$ cat src/rtl/upburst_pkg.sv
package upburst_pkg;

    localparam int BYTE_W = 8;

    localparam logic [BYTE_W-1:0] COMMA_CODE = 8'hBC;
    localparam logic [BYTE_W-1:0] TRAIN_CODE = 8'h55;
    localparam logic [BYTE_W-1:0] FILL_CODE  = 8'h00;

    typedef enum logic [2:0] {
        PH_IDLE,
        PH_SETTLE,
        PH_TRAIN,
        PH_MARK,
        PH_ID,
        PH_WINDOW,
        PH_GUARD
    } phase_e;

    typedef struct packed {
        logic              is_k;
        logic [BYTE_W-1:0] data;
    } up_sym_t;

    function automatic int max_of4(input int a, input int b, input int c, input int d);
        int m;
        m = a;
        if (b > m) m = b;
        if (c > m) m = c;
        if (d > m) m = d;
        return m;
    endfunction

endpackage

$ cat src/rtl/upburst_grant_det.sv
module upburst_grant_det
    import upburst_pkg::*;
#(
    parameter int ADDR_W    = 6,
    parameter int GRANT_POS = 259
) (
    input  logic              clk,
    input  logic              rst,
    input  logic [BYTE_W-1:0] dn_byte,
    input  logic              dn_is_k,
    input  logic [ADDR_W-1:0] node_addr,
    output logic              grant_hit
);
    localparam int POS_W = $clog2(GRANT_POS + 1);

    logic              locked;
    logic [POS_W-1:0]  pos;
    logic              is_comma;
    logic [BYTE_W-1:0] own_code;

    assign is_comma = dn_is_k && (dn_byte == COMMA_CODE);
    assign own_code = {{(BYTE_W-ADDR_W){1'b0}}, node_addr};

    // pos holds the position of the byte currently on dn_byte
    always_ff @(posedge clk) begin
        if (rst) begin
            locked <= 1'b0;
            pos    <= '0;
        end else if (is_comma) begin
            locked <= 1'b1;
            pos    <= POS_W'(1);
        end else if (locked) begin
            if (pos == POS_W'(GRANT_POS)) begin
                locked <= 1'b0;
            end
            pos <= pos + POS_W'(1);
        end
    end

    assign grant_hit = locked && !dn_is_k &&
                       (pos == POS_W'(GRANT_POS)) &&
                       (dn_byte == own_code);

endmodule

$ cat src/rtl/upburst_seq.sv
module upburst_seq
    import upburst_pkg::*;
#(
    parameter int SETTLE_LEN = 8,
    parameter int TRAIN_LEN  = 16,
    parameter int WINDOW_LEN = 300,
    parameter int GUARD_LEN  = 4
) (
    input  logic   clk,
    input  logic   rst,
    input  logic   grant_hit,
    output phase_e phase
);
    localparam int MAX_LEN = max_of4(SETTLE_LEN, TRAIN_LEN, WINDOW_LEN, GUARD_LEN);
    localparam int CNT_W   = $clog2(MAX_LEN + 1);

    phase_e           nxt;
    logic [CNT_W-1:0] remain;
    logic [CNT_W-1:0] load;

    always_comb begin
        case (phase)
            PH_IDLE:   nxt = PH_SETTLE;
            PH_SETTLE: nxt = PH_TRAIN;
            PH_TRAIN:  nxt = PH_MARK;
            PH_MARK:   nxt = PH_ID;
            PH_ID:     nxt = PH_WINDOW;
            PH_WINDOW: nxt = PH_GUARD;
            default:   nxt = PH_IDLE;
        endcase
    end

    always_comb begin
        case (nxt)
            PH_SETTLE: load = CNT_W'(SETTLE_LEN - 1);
            PH_TRAIN:  load = CNT_W'(TRAIN_LEN - 1);
            PH_WINDOW: load = CNT_W'(WINDOW_LEN - 1);
            PH_GUARD:  load = CNT_W'(GUARD_LEN - 1);
            default:   load = '0;
        endcase
    end

    always_ff @(posedge clk) begin
        if (rst) begin
            phase  <= PH_IDLE;
            remain <= '0;
        end else if (phase == PH_IDLE) begin
            if (grant_hit) begin
                phase  <= nxt;
                remain <= load;
            end
        end else if (remain == '0) begin
            phase  <= nxt;
            remain <= load;
        end else begin
            remain <= remain - CNT_W'(1);
        end
    end

endmodule

$ cat src/rtl/upburst_txmux.sv
module upburst_txmux
    import upburst_pkg::*;
#(
    parameter int ADDR_W = 6
) (
    input  phase_e            phase,
    input  logic [ADDR_W-1:0] node_addr,
    input  logic              fifo_empty,
    input  logic [BYTE_W-1:0] fifo_data,
    output up_sym_t           sym,
    output logic              laser_en,
    output logic              fifo_rd
);
    always_comb begin
        sym      = '{is_k: 1'b0, data: FILL_CODE};
        laser_en = 1'b1;
        fifo_rd  = 1'b0;
        case (phase)
            PH_SETTLE: ;
            PH_TRAIN:  sym.data = TRAIN_CODE;
            PH_MARK:   sym = '{is_k: 1'b1, data: COMMA_CODE};
            PH_ID:     sym.data = {{(BYTE_W-ADDR_W){1'b0}}, node_addr};
            PH_WINDOW: begin
                if (!fifo_empty) begin
                    sym.data = fifo_data;
                    fifo_rd  = 1'b1;
                end
            end
            default:   laser_en = 1'b0;
        endcase
    end

endmodule

$ cat src/rtl/upburst_ctrl.sv
module upburst_ctrl
    import upburst_pkg::*;
#(
    parameter int ADDR_W     = 6,
    parameter int GRANT_POS  = 259,
    parameter int SETTLE_LEN = 8,
    parameter int TRAIN_LEN  = 16,
    parameter int WINDOW_LEN = 300,
    parameter int GUARD_LEN  = 4
) (
    input  logic              clk,
    input  logic              rst,
    input  logic [7:0]        dn_byte,
    input  logic              dn_is_k,
    input  logic [ADDR_W-1:0] node_addr,
    input  logic              fifo_empty,
    input  logic [7:0]        fifo_data,
    output logic              fifo_rd,
    output logic [7:0]        up_byte,
    output logic              up_is_k,
    output logic              laser_en
);
    logic    grant_hit;
    phase_e  phase;
    up_sym_t sym;

    upburst_grant_det #(
        .ADDR_W    (ADDR_W),
        .GRANT_POS (GRANT_POS)
    ) u_det (
        .clk       (clk),
        .rst       (rst),
        .dn_byte   (dn_byte),
        .dn_is_k   (dn_is_k),
        .node_addr (node_addr),
        .grant_hit (grant_hit)
    );

    upburst_seq #(
        .SETTLE_LEN (SETTLE_LEN),
        .TRAIN_LEN  (TRAIN_LEN),
        .WINDOW_LEN (WINDOW_LEN),
        .GUARD_LEN  (GUARD_LEN)
    ) u_seq (
        .clk       (clk),
        .rst       (rst),
        .grant_hit (grant_hit),
        .phase     (phase)
    );

    upburst_txmux #(
        .ADDR_W (ADDR_W)
    ) u_mux (
        .phase      (phase),
        .node_addr  (node_addr),
        .fifo_empty (fifo_empty),
        .fifo_data  (fifo_data),
        .sym        (sym),
        .laser_en   (laser_en),
        .fifo_rd    (fifo_rd)
    );

    assign up_byte = sym.data;
    assign up_is_k = sym.is_k;

endmodule

$ cat config.mk
export PLATFORM = sky130hd
export DESIGN_NAME = upburst_ctrl
export DESIGN_NICKNAME = d
export VERILOG_FILES = /design/src/rtl/upburst_pkg.sv /design/src/rtl/upburst_grant_det.sv /design/src/rtl/upburst_seq.sv /design/src/rtl/upburst_txmux.sv /design/src/rtl/upburst_ctrl.sv
export SDC_FILE = /design/constraint.sdc
export NUM_CORES = 1
export LEC_CHECK = 0
export ABC_AREA = 1
export BUFFER_PORTS_ARGS = -buffer_cell sky130_fd_sc_hd__buf_4
export CELL_PAD_IN_SITES_DETAIL_PLACEMENT = 0
export CELL_PAD_IN_SITES_GLOBAL_PLACEMENT = 1
export CORE_ASPECT_RATIO = 1.2
export CORE_UTILIZATION = 39
export DETAILED_ROUTE_END_ITERATION = 16
export GPL_TIMING_DRIVEN = 0
export PLACE_DENSITY_LB_ADDON = 0.1
export SLEW_MARGIN = 40
export SYNTH_ARGS = -nofsm -noshare
export SYNTH_HDL_FRONTEND = slang
export SYNTH_SLANG_ARGS = --single-unit
$ cat constraint.sdc
create_clock -name clk -period 2.4 [get_ports clk]
set_input_delay 0.72 -clock clk [delete_from_list [all_inputs] [get_ports clk]]
set_output_delay 0.72 -clock clk [all_outputs]
set_load 0.03 [all_outputs]
==> impl_metrics.yaml, run 1 <==
status:
  outcome: "complete, no violations"
synthesis:
  ys_ff_latch: 22
  synth_xor_area_share_pct: 5.28
  synth_compound_area_share_pct: 14.1
  synth_area_um2: 1490
  synth_top_family_by_area: "simple AND/OR/NAND/NOR gates"
  syn-num-nets: 252
  avgSynthCellArea_um2: 6.66
  yosys.area_share.simple_pct: 40.8
  yosys-top-cells-area: "dfxtp_1, nand2_1, inv_1"
  synth_warnings: 0
  synthDistinctLibCells: 33
  synth_largest_area_cell: "dfxtp_1"
  synth_top_cell_area_share_pct: 29.5
  yosysSeqAreaShare_pct: 29.5
  ys_async_sr_fraction_pct: 0
  netlist_instances: 224
  synth_mux_area_share_pct: 0
  synth-main-ff-cell: "dfxtp_1"
  synth_edf_count: 0
  synthAdderAreaFrac_pct: 1.68
cts:
  numCtsBuffers: 3
  clock_tree.root_cell: "clkbuf_8"
  tritoncts: "done"
  clkTransAtPathRegs_ps: 80
  cts_buffer_depth: 2
  insertion_delay_ps: 260
  clock_sinks: 22
  htreeDepth: 1
worst_setup_path:
  rr_startpoint: "u_det.pos[0]$_SDFFE_PP0P_"
  critPathRequiredTime_ps: 1680
  startpoint_type: "flop"
  crit_fanout: 9
  cp-end-kind: "output pin"
  setup.worst_path.start: "u_seq.phase[1]$_SDFFE_PP0P_"
  arrival_ps: 1550
  critical_path_class: "flop to output pin"
layout:
  diodes: 0
  areaGrowthSynthToFinish_pct: 27.7
  final_common_cell: "nand2_1"
  regArea_um2: 442
  post-route-util_pct: 52.5
  nNetsFinal: 293
  final_cell_mix: "nand2_1, buf_4, inv_1"
  drive_gt1_share_pct: 25.0
  fillCellCount: 397
  multi_input_area_um2: 930
  finish.instance_area_um2: 1910
hold_path:
  holdCritPathClass: "flop to flop"
  worstHoldStart: "u_det.pos[7]$_SDFFE_PP0P_"
place:
  gp_congestion: 0.755
  place_area_um2: 1830
  dp_hpwl_um: 2750
  port_buffers: 35
sta:
  rsz0062_at_grt: "false"
  tightest_slew_ps: 276
  fmax_mhz: 441
  period_share_pct: 94.4
  fin_setup_tns_ps: 0
  period_needed_ps: 2270
  slew_violations: 0
  fin_skew_ps: 5.89
  maxSlewHeadroom_pct: 81.6
  hold_viol: 0
  setup_viol_count_final: 0
floorplan:
  start_util_pct: 41.1
  ioPinCount: 37
  die_area_um2: 4080
  die_height_um: 69.8
  rows: 24
  die_w_um: 58.5
  core_area_um2: 3630
drt:
  antenna_left: 0
  viasPerCell: 4.67
  drc: 0
  dr.pass1.iters: 4
  drtIter0Drc: 47
  vias: 1477
  wl_um: 3420
  wl_per_cell_um: 10.8
global_route:
  antenna_found_initial: 0
  grt_pass1_vias: 1381
  grt_max_degree: 14
  track_usage_pct: 18.5
  grt_overflow: 0
  grt_pass1_wl_um: 5930
pwr:
  vdd_drop_max_uv: 482
  p_leak_uw: 0.000861
  p_per_area_nw_per_um2: 978
run:
  maxCapViolCount: 0
## metal layers
layer  vias to the layer above  track usage, %  wire [µm]
met5                         -               0          0
met4                         0            4.76         26
met3                         2            2.80         55
met2                         8            33.0       1810
met1                       661            22.6       1540
li1                        806               -          -
## report_power, final
part | internal, µW | leakage, µW | total (µW) | switching [µW]
logic | 389 | 0.000645 | 1040 | 650
registers | 421 | 0.000180 | 478 | 56.9
clock network | 223 | 0.0000357 | 347 | 125
total | 1030 | 0.000861 | 1860 | 831
## cell usage after synthesis, drive strengths merged, types with 3 or more instances
library cell  instances
nand2                55
inv                  33
nor2                 31
nand3                25
dfxtp                22
a21oi                17
o21ai                10
xor2                  6
nor3                  5
a22oi                 4
xnor2                 3
## path summary, 6_finish.rpt
| check | slack, ps | depth (start not counted) | endpoint |
|---|---|---|---|
| max | 130 | 7 | up_byte[4] |
| min reg2reg | 480 | 2 | u_det.pos[7]$_SDFFE_PP0P_ |
| min | 480 | 2 | u_det.pos[7]$_SDFFE_PP0P_ |
| max reg2reg | 820 | 10 | u_seq.phase[2]$_SDFFE_PP0P_ |
## metrics by stage
step	std cells	total power, µW	hold WS, ps	worst slack (ps)
2_1_floorplan	224	1270	452	115
3_3_place_gp	311	1530	465	128
3_5_place_dp	311	1530	472	130
4_1_cts	315	1880	486	63.2
5_1_grt	316	2010	522	16.2
6_report	316	1860	480	134
## area by class of cell
class / count / area share, %
multi-input combinational: 168 / 48.8
clock inverter: 1 / 1.57
timing repair buffer: 36 / 14.2
clock buffer: 3 / 2.17
tap: 52 / 3.41
buffer: 1 / 0.262
inverter: 33 / 6.50
sequential: 22 / 23.2
## sequential cells by signal (all words and copies together) (netlist names)
signal        cells
u_det.pos         9
u_seq.remain      9
u_seq.phase       3
u_det.locked      1
## kinds of logic (layout without fill, tap and decap cells)
group,after synthesis,after routing
fa+ha+maj,2,2
xor+xnor,9,9
buf+inv,34,74
flops,22,22
compound gates,36,36
simple gates,121,121
## critical path, stage by stage (launching register included)
cell	delay, ps
dfxtp_2	390
inv_1	80
nand2_1	190
nor3_4	60
buf_4	160
a22oi_1	160
nand2_1	70
buf_4	170
## timing repair
action                                  CTS  global route
setup buffers                             0             1
resized for setup                         0             1
endpoints found under the setup margin    0             7
hold buffers                              0             0
Note: power is estimated with default switching activity, not from simulation.
==> run 2: changes to the inputs <==
Settings changed: SKIP_LAST_GASP set to 1, SYNTH_HIERARCHICAL set to 1.
==> impl_metrics.yaml, run 2 <==
floorplan:
  die_area_um2: 4530
  start_util_pct: 41.6
  ioPinCount: 37
  die_height_um: 73.6
  core_area_um2: 4000
  die_w_um: 61.6
  rows: 25
worst_setup_path:
  cpMostUsedCell: "nand3_1"
  startpoint_type: "flop"
  critical_path_buf_inv_count: 1
  ff2ff_path_depth: 12
  critPathSlowestCell: "dfxtp_1"
  rr_startpoint: "u_det/pos[0]$_SDFFE_PP0P_"
  crit_fanout: 12
  cp-end-kind: "output pin"
  cpLargestDelayFamily: "flip-flops"
  critical_path_class: "flop to output pin"
  path_cells: "nand3_1 -> nand3_1 -> buf_4"
  r2r_slack_ps: 700
  arrival_ps: 1510
  critPathMaxStageDelay_ps: 640
  r2r_end: "u_seq/remain[5]$_SDFFE_PP0P_"
  critPathRequiredTime_ps: 1680
status:
  outcome: "complete, no violations"
global_route:
  antenna_found_initial: 0
  grt_overflow: 0
  track_usage_pct: 20.1
  grt_pass1_wl_um: 7010
  grt_max_degree: 14
  grt_pass1_vias: 1624
synthesis:
  synth_edf_count: 0
  synthDistinctLibCells: 25
  syn-num-nets: 303
  yosys-top-cells-area: "dfxtp_1, nand3_1, nand2_1"
  synth_top_family_by_area: "simple AND/OR/NAND/NOR gates"
  synth_common_cells: "nand2_1, nand3_1, inv_1"
  synth-main-ff-cell: "dfxtp_1"
  netlist_instances: 275
  yosysSeqAreaShare_pct: 26.5
  yosys.area_share.simple_pct: 46.9
  synth_mux_area_share_pct: 0
  synth_compound_area_share_pct: 9.55
  synth_top_cell_area_share_pct: 26.5
  synth_xor_area_share_pct: 3.68
  synthAdderAreaFrac_pct: 1.50
  synth_area_um2: 1660
  ys_ff_latch: 22
  synth_warnings: 6
  ys_async_sr_fraction_pct: 0
  avgSynthCellArea_um2: 6.05
  synth.most_common_cell: "nand2_1"
  synth_largest_area_cell: "dfxtp_1"
layout:
  top_regs: "u_det/pos x9, u_seq/remain x9, u_seq/phase x3"
  regArea_um2: 440
  multi_input_area_um2: 1030
  diodes: 0
  fillCellCount: 458
  final_cell_mix: "nand2_1, nand3_1, inv_1"
  areaGrowthSynthToFinish_pct: 24.6
  final_common_cell: "nand2_1"
  nNetsFinal: 344
  fin_cells: 369
  drive_gt1_share_pct: 20.6
sta:
  slew_violations: 0
  fin_skew_ps: 4.21
  maxSlewHeadroom_pct: 66.7
  hold_viol: 0
  rsz0062_at_grt: "false"
  tightest_slew_ps: 499
  fin_setup_tns_ps: 0
  fmax_mhz: 449
  setup_viol_count_final: 0
  period_needed_ps: 2230
  period_share_pct: 92.8
pwr:
  swShare_pct: 20.8
  power.switching_uw: 164
  p_per_area_nw_per_um2: 379
  p_int_uw: 623
  seqPwrFrac_pct: 46.4
  vdd_drop_max_uv: 291
  total_power_uw: 787
  clockPowerShare_pct: 45.7
  combinationalPowerShare_pct: 8.0
  p_leak_uw: 0.00101
place:
  dp_hpwl_um: 3300
  dp_cells: 365
  gp_congestion: 0.792
  port_buffers: 36
cts:
  clkTransAtPathRegs_ps: 90
  clock_tree.root_cell: "clkbuf_8"
  post_cts_buffers: 0
  clock_sinks: 22
  htreeDepth: 1
  tritoncts: "done"
  insertion_delay_ps: 270
  cts.hold.buffers_added: 0
  cts_buffer_depth: 2
  ctsResizeCount: 0
  numCtsBuffers: 3
drt:
  dr.pass1.iters: 4
  antenna_left: 0
  drtIter0Drc: 154
  drc: 0
  vias: 1802
  wl_um: 4140
  viasPerCell: 4.88
  wl_per_cell_um: 11.2
run:
  maxCapViolCount: 0
hold_path:
  worstHoldStart: "u_seq/remain[8]$_SDFFE_PP0P_"
  whs_path_depth: 2
  worst_hold_path.endpoint: "u_seq/remain[8]$_SDFFE_PP0P_"
  holdCritPathClass: "flop to flop"
## run 2: cell count changes after synthesis, sizes merged, moves of 5 or more
cell and delta:
nor2 +11, nand2 +11, nand3 +24, nand4 +5, inv +13
## run 2: how the worst max path moves through the flow
stage	from	to	slack, ps	cells past startpoint
3_5_place_dp	fifo_empty	up_byte[4]	350	5
4_1_cts	u_seq/phase[0]$_SDFFE_PP0P_	up_byte[3]	150	3
5_1_grt	u_seq/phase[0]$_SDFFE_PP0P_	up_byte[5]	50	3
3_3_place_gp	fifo_empty	up_byte[4]	340	5
6_report	u_seq/phase[0]$_SDFFE_PP0P_	up_byte[3]	170	3
2_1_floorplan	u_seq/phase[0]$_SDFFE_PP0P_	laser_en	330	2
## run 2: power by group through the flow
stage	combinational (µW)	sequential (µW)	clock [µW]
after detailed placement	63.2	374	0
after global placement	62.8	374	0
final	62.6	365	359
after global routing	69.5	365	375
after floorplan	19.4	373	0
after CTS	63.5	365	367
## run 2: worst min-delay path: cells and delay by family, from the launching register on
family	cells	cell delay, ps
AOI/OAI and AO/OA	1	50
DFF	1	320
and+or+nand+nor	1	60
## run 2: per-layer routing
layer / vias to the layer above / track usage (%) / routed length, µm
met3: 4 / 2.82 / 135
met1: 811 / 25.9 / 1840
met4: 0 / 4.94 / 46
met2: 25 / 34.6 / 2120
li1: 962 / - / -
met5: - / 0 / 0
## run 2: through the flow
stage	worst slack, ps	hold slack, ps	utilization [%]	area (µm²)
floorplan	328	433	-	1660
global placement	342	450	50.0	2000
global route	48.1	494	51.8	2070
CTS	152	467	51.8	2070
finish	173	463	51.8	2070
detailed placement	350	453	50.0	2000
## run 2: final cells by class
type	instances	share of cell area, %
well taps	54	3.26
clock buffers	3	1.99
clock inverters	1	1.45
multi-input cells	205	49.5
inverters	46	8.45
plain buffers	2	1.09
flip-flops and latches	22	21.2
repair buffers	36	13.0
## run 2: kinds of logic after synthesis
group,after synthesis
AOI/OAI and AO/OA,29
xor gates and xnor gates,7
adders and majority gates,2
buffers and inverters,48
DFF,22
and+or+nand+nor,167
==> run 3: changes to the inputs <==
--- a/config.mk
+++ b/config.mk
@@ -9,9 +9,8 @@
 export BUFFER_PORTS_ARGS = -buffer_cell sky130_fd_sc_hd__buf_4
-export CELL_PAD_IN_SITES_DETAIL_PLACEMENT = 0
-export CELL_PAD_IN_SITES_GLOBAL_PLACEMENT = 1
 export CORE_ASPECT_RATIO = 1.2
-export CORE_UTILIZATION = 39
+export CORE_UTILIZATION = 58
+export CTS_CLUSTER_DIAMETER = 200
 export DETAILED_ROUTE_END_ITERATION = 16
 export GPL_TIMING_DRIVEN = 0
-export PLACE_DENSITY_LB_ADDON = 0.1
+export PLACE_DENSITY = 0.85
 export SKIP_LAST_GASP = 1
==> constraint.sdc (replaced) <==
create_clock -name clk -period 2.4 [get_ports clk]
set_input_delay 0.12 -clock clk [delete_from_list [all_inputs] [get_ports clk]]
set_output_delay 0.12 -clock clk [all_outputs]
set_load 0.03 [all_outputs]
==> impl_metrics.yaml, run 3 (same netlist as run 2, synthesis figures left out) <==
layout:
  diodes: 0
  nNetsFinal: 344
  final_cell_mix: "nand2_1, nand3_1, inv_1"
  final_common_cell: "nand2_1"
  drive_gt1_share_pct: 20.6
  finish.instance_area_um2: 2010
  top_regs: "u_det/pos x9, u_seq/remain x9, u_seq/phase x3"
  fin_cells: 348
  areaGrowthSynthToFinish_pct: 20.9
  fillCellCount: 231
worst_setup_path:
  ff2ff_path_depth: 12
  r2r_end: "u_seq/remain[1]$_SDFFE_PP0P_"
  r2r_slack_ps: 690
  critical_path_class: "flop to output pin"
  arrival_ps: 1590
  rr_startpoint: "u_det/pos[0]$_SDFFE_PP0P_"
  critPathRequiredTime_ps: 2280
  crit_fanout: 12
  startpoint_type: "flop"
  cp-end-kind: "output pin"
cts:
  post_cts_buffers: 0
  clock_tree.root_cell: "clkbuf_4"
  insertion_delay_ps: 320
  ctsResizeCount: 0
  numCtsBuffers: 3
  htreeDepth: 1
  cts.hold.buffers_added: 0
  clkTransAtPathRegs_ps: 130
  tritoncts: "done"
  clock_sinks: 22
  cts_buffer_depth: 2
run:
  maxCapViolCount: 0
drt:
  antenna_left: 0
  dr.pass1.iters: 4
  wl_per_cell_um: 11.2
  drc: 0
  wl_um: 3910
  drtIter0Drc: 70
  viasPerCell: 5.19
  vias: 1805
hold_path:
  holdCritPathClass: "primary input to flop"
  worstHoldStart: "rst"
  whs_path_depth: 2
  worst_hold_path.endpoint: "u_seq/remain[6]$_SDFFE_PP0P_"
floorplan:
  ioPinCount: 37
  core_area_um2: 2630
  rows: 20
  die_area_um2: 3090
  start_util_pct: 63.3
  die_height_um: 60.7
  die_w_um: 50.9
sta:
  setup_viol_count_final: 0
  period_needed_ps: 1710
  fmax_mhz: 584
  fin_skew_ps: 16.5
  rsz0062_at_grt: "false"
  whs_ps: 23.5
  hold_viol: 0
  maxSlewHeadroom_pct: 66.5
  period_share_pct: 71.3
  slew_violations: 0
  fin_setup_tns_ps: 0
  tightest_slew_ps: 503
place:
  dp_hpwl_um: 3040
  gp_congestion: 0.860
  port_buffers: 36
  dp_cells: 344
  place_area_um2: 1980
global_route:
  grt_overflow: 0
  grt_use_met2_pct: 45.9
  grt_pass1_wl_um: 6230
  grt-busiest-layer: "met2"
  grt_pass1_vias: 1518
  met3_usage_pct: 5.51
  antenna_found_initial: 0
  use_met1_pct: 33.1
  grt_max_degree: 13
  track_usage_pct: 26.8
status:
  outcome: "complete, no violations"
pwr:
  p_leak_uw: 0.000998
  vdd_drop_max_uv: 310
  p_per_area_nw_per_um2: 317
  total_power_uw: 639
run 3: changes by cell type in the layout (fill, tap and decap cells not counted), sizes merged:
cell / change
bufinv: -1
clkbuf: +1
run 3: worst max-delay path by stage:
stage	startpoint	to	slack [ps]	depth (start not counted)
6_report	u_seq/phase[1]$_SDFFE_PP0P_	up_byte[3]	690	3
5_1_grt	u_det/pos[1]$_SDFFE_PP0P_	u_seq/remain[1]$_SDFFE_PP0P_	460	12
4_1_cts	u_det/pos[0]$_SDFFE_PP0P_	u_seq/remain[1]$_SDFFE_PP0P_	680	12
3_5_place_dp	u_det/pos[0]$_SDFFE_PP0P_	u_seq/remain[1]$_SDFFE_PP0P_	710	12
3_3_place_gp	u_det/pos[0]$_SDFFE_PP0P_	u_seq/remain[1]$_SDFFE_PP0P_	730	12
2_1_floorplan	u_det/pos[0]$_SDFFE_PP0P_	u_seq/remain[1]$_SDFFE_PP0P_	900	12
run 3: per-stage QoR:
step           util, %  setup WS (ps)
6_report          76.6            688
5_1_grt           76.6            462
4_1_cts           76.6            677
3_5_place_dp      75.2            709
3_3_place_gp      75.2            730
2_1_floorplan        -            897
run 3: where the power goes:
group          switching, µW  internal [µW]
logic                   27.2           35.2
clock network            118           92.9
registers              0.139            365
total                    145            493
run 3: critical path, cell delays in order, from the launching register on:
cell and delay (ps):
dfxtp_1 660, nand3_1 280, nand3_1 160, buf_4 170
run 3: cell type report:
cell class,count,area (µm²),area share (%)
plain buffers,2,22.5,1.12
clock buffers,4,36.3,1.80
inverters,46,175,8.71
multi-input cells,205,1030,51.0
flip-flops and latches,22,440,21.9
well taps,33,41.3,2.05
repair buffers,36,270,13.4
run 3: metal layers:
layer,routed length (µm),share of wire (%),up-vias
li1,-,-,959
met1,1740,44,791
met2,1920,49,44
met3,162,4.1,11
met4,83,2.1,0
met5,0,0,-
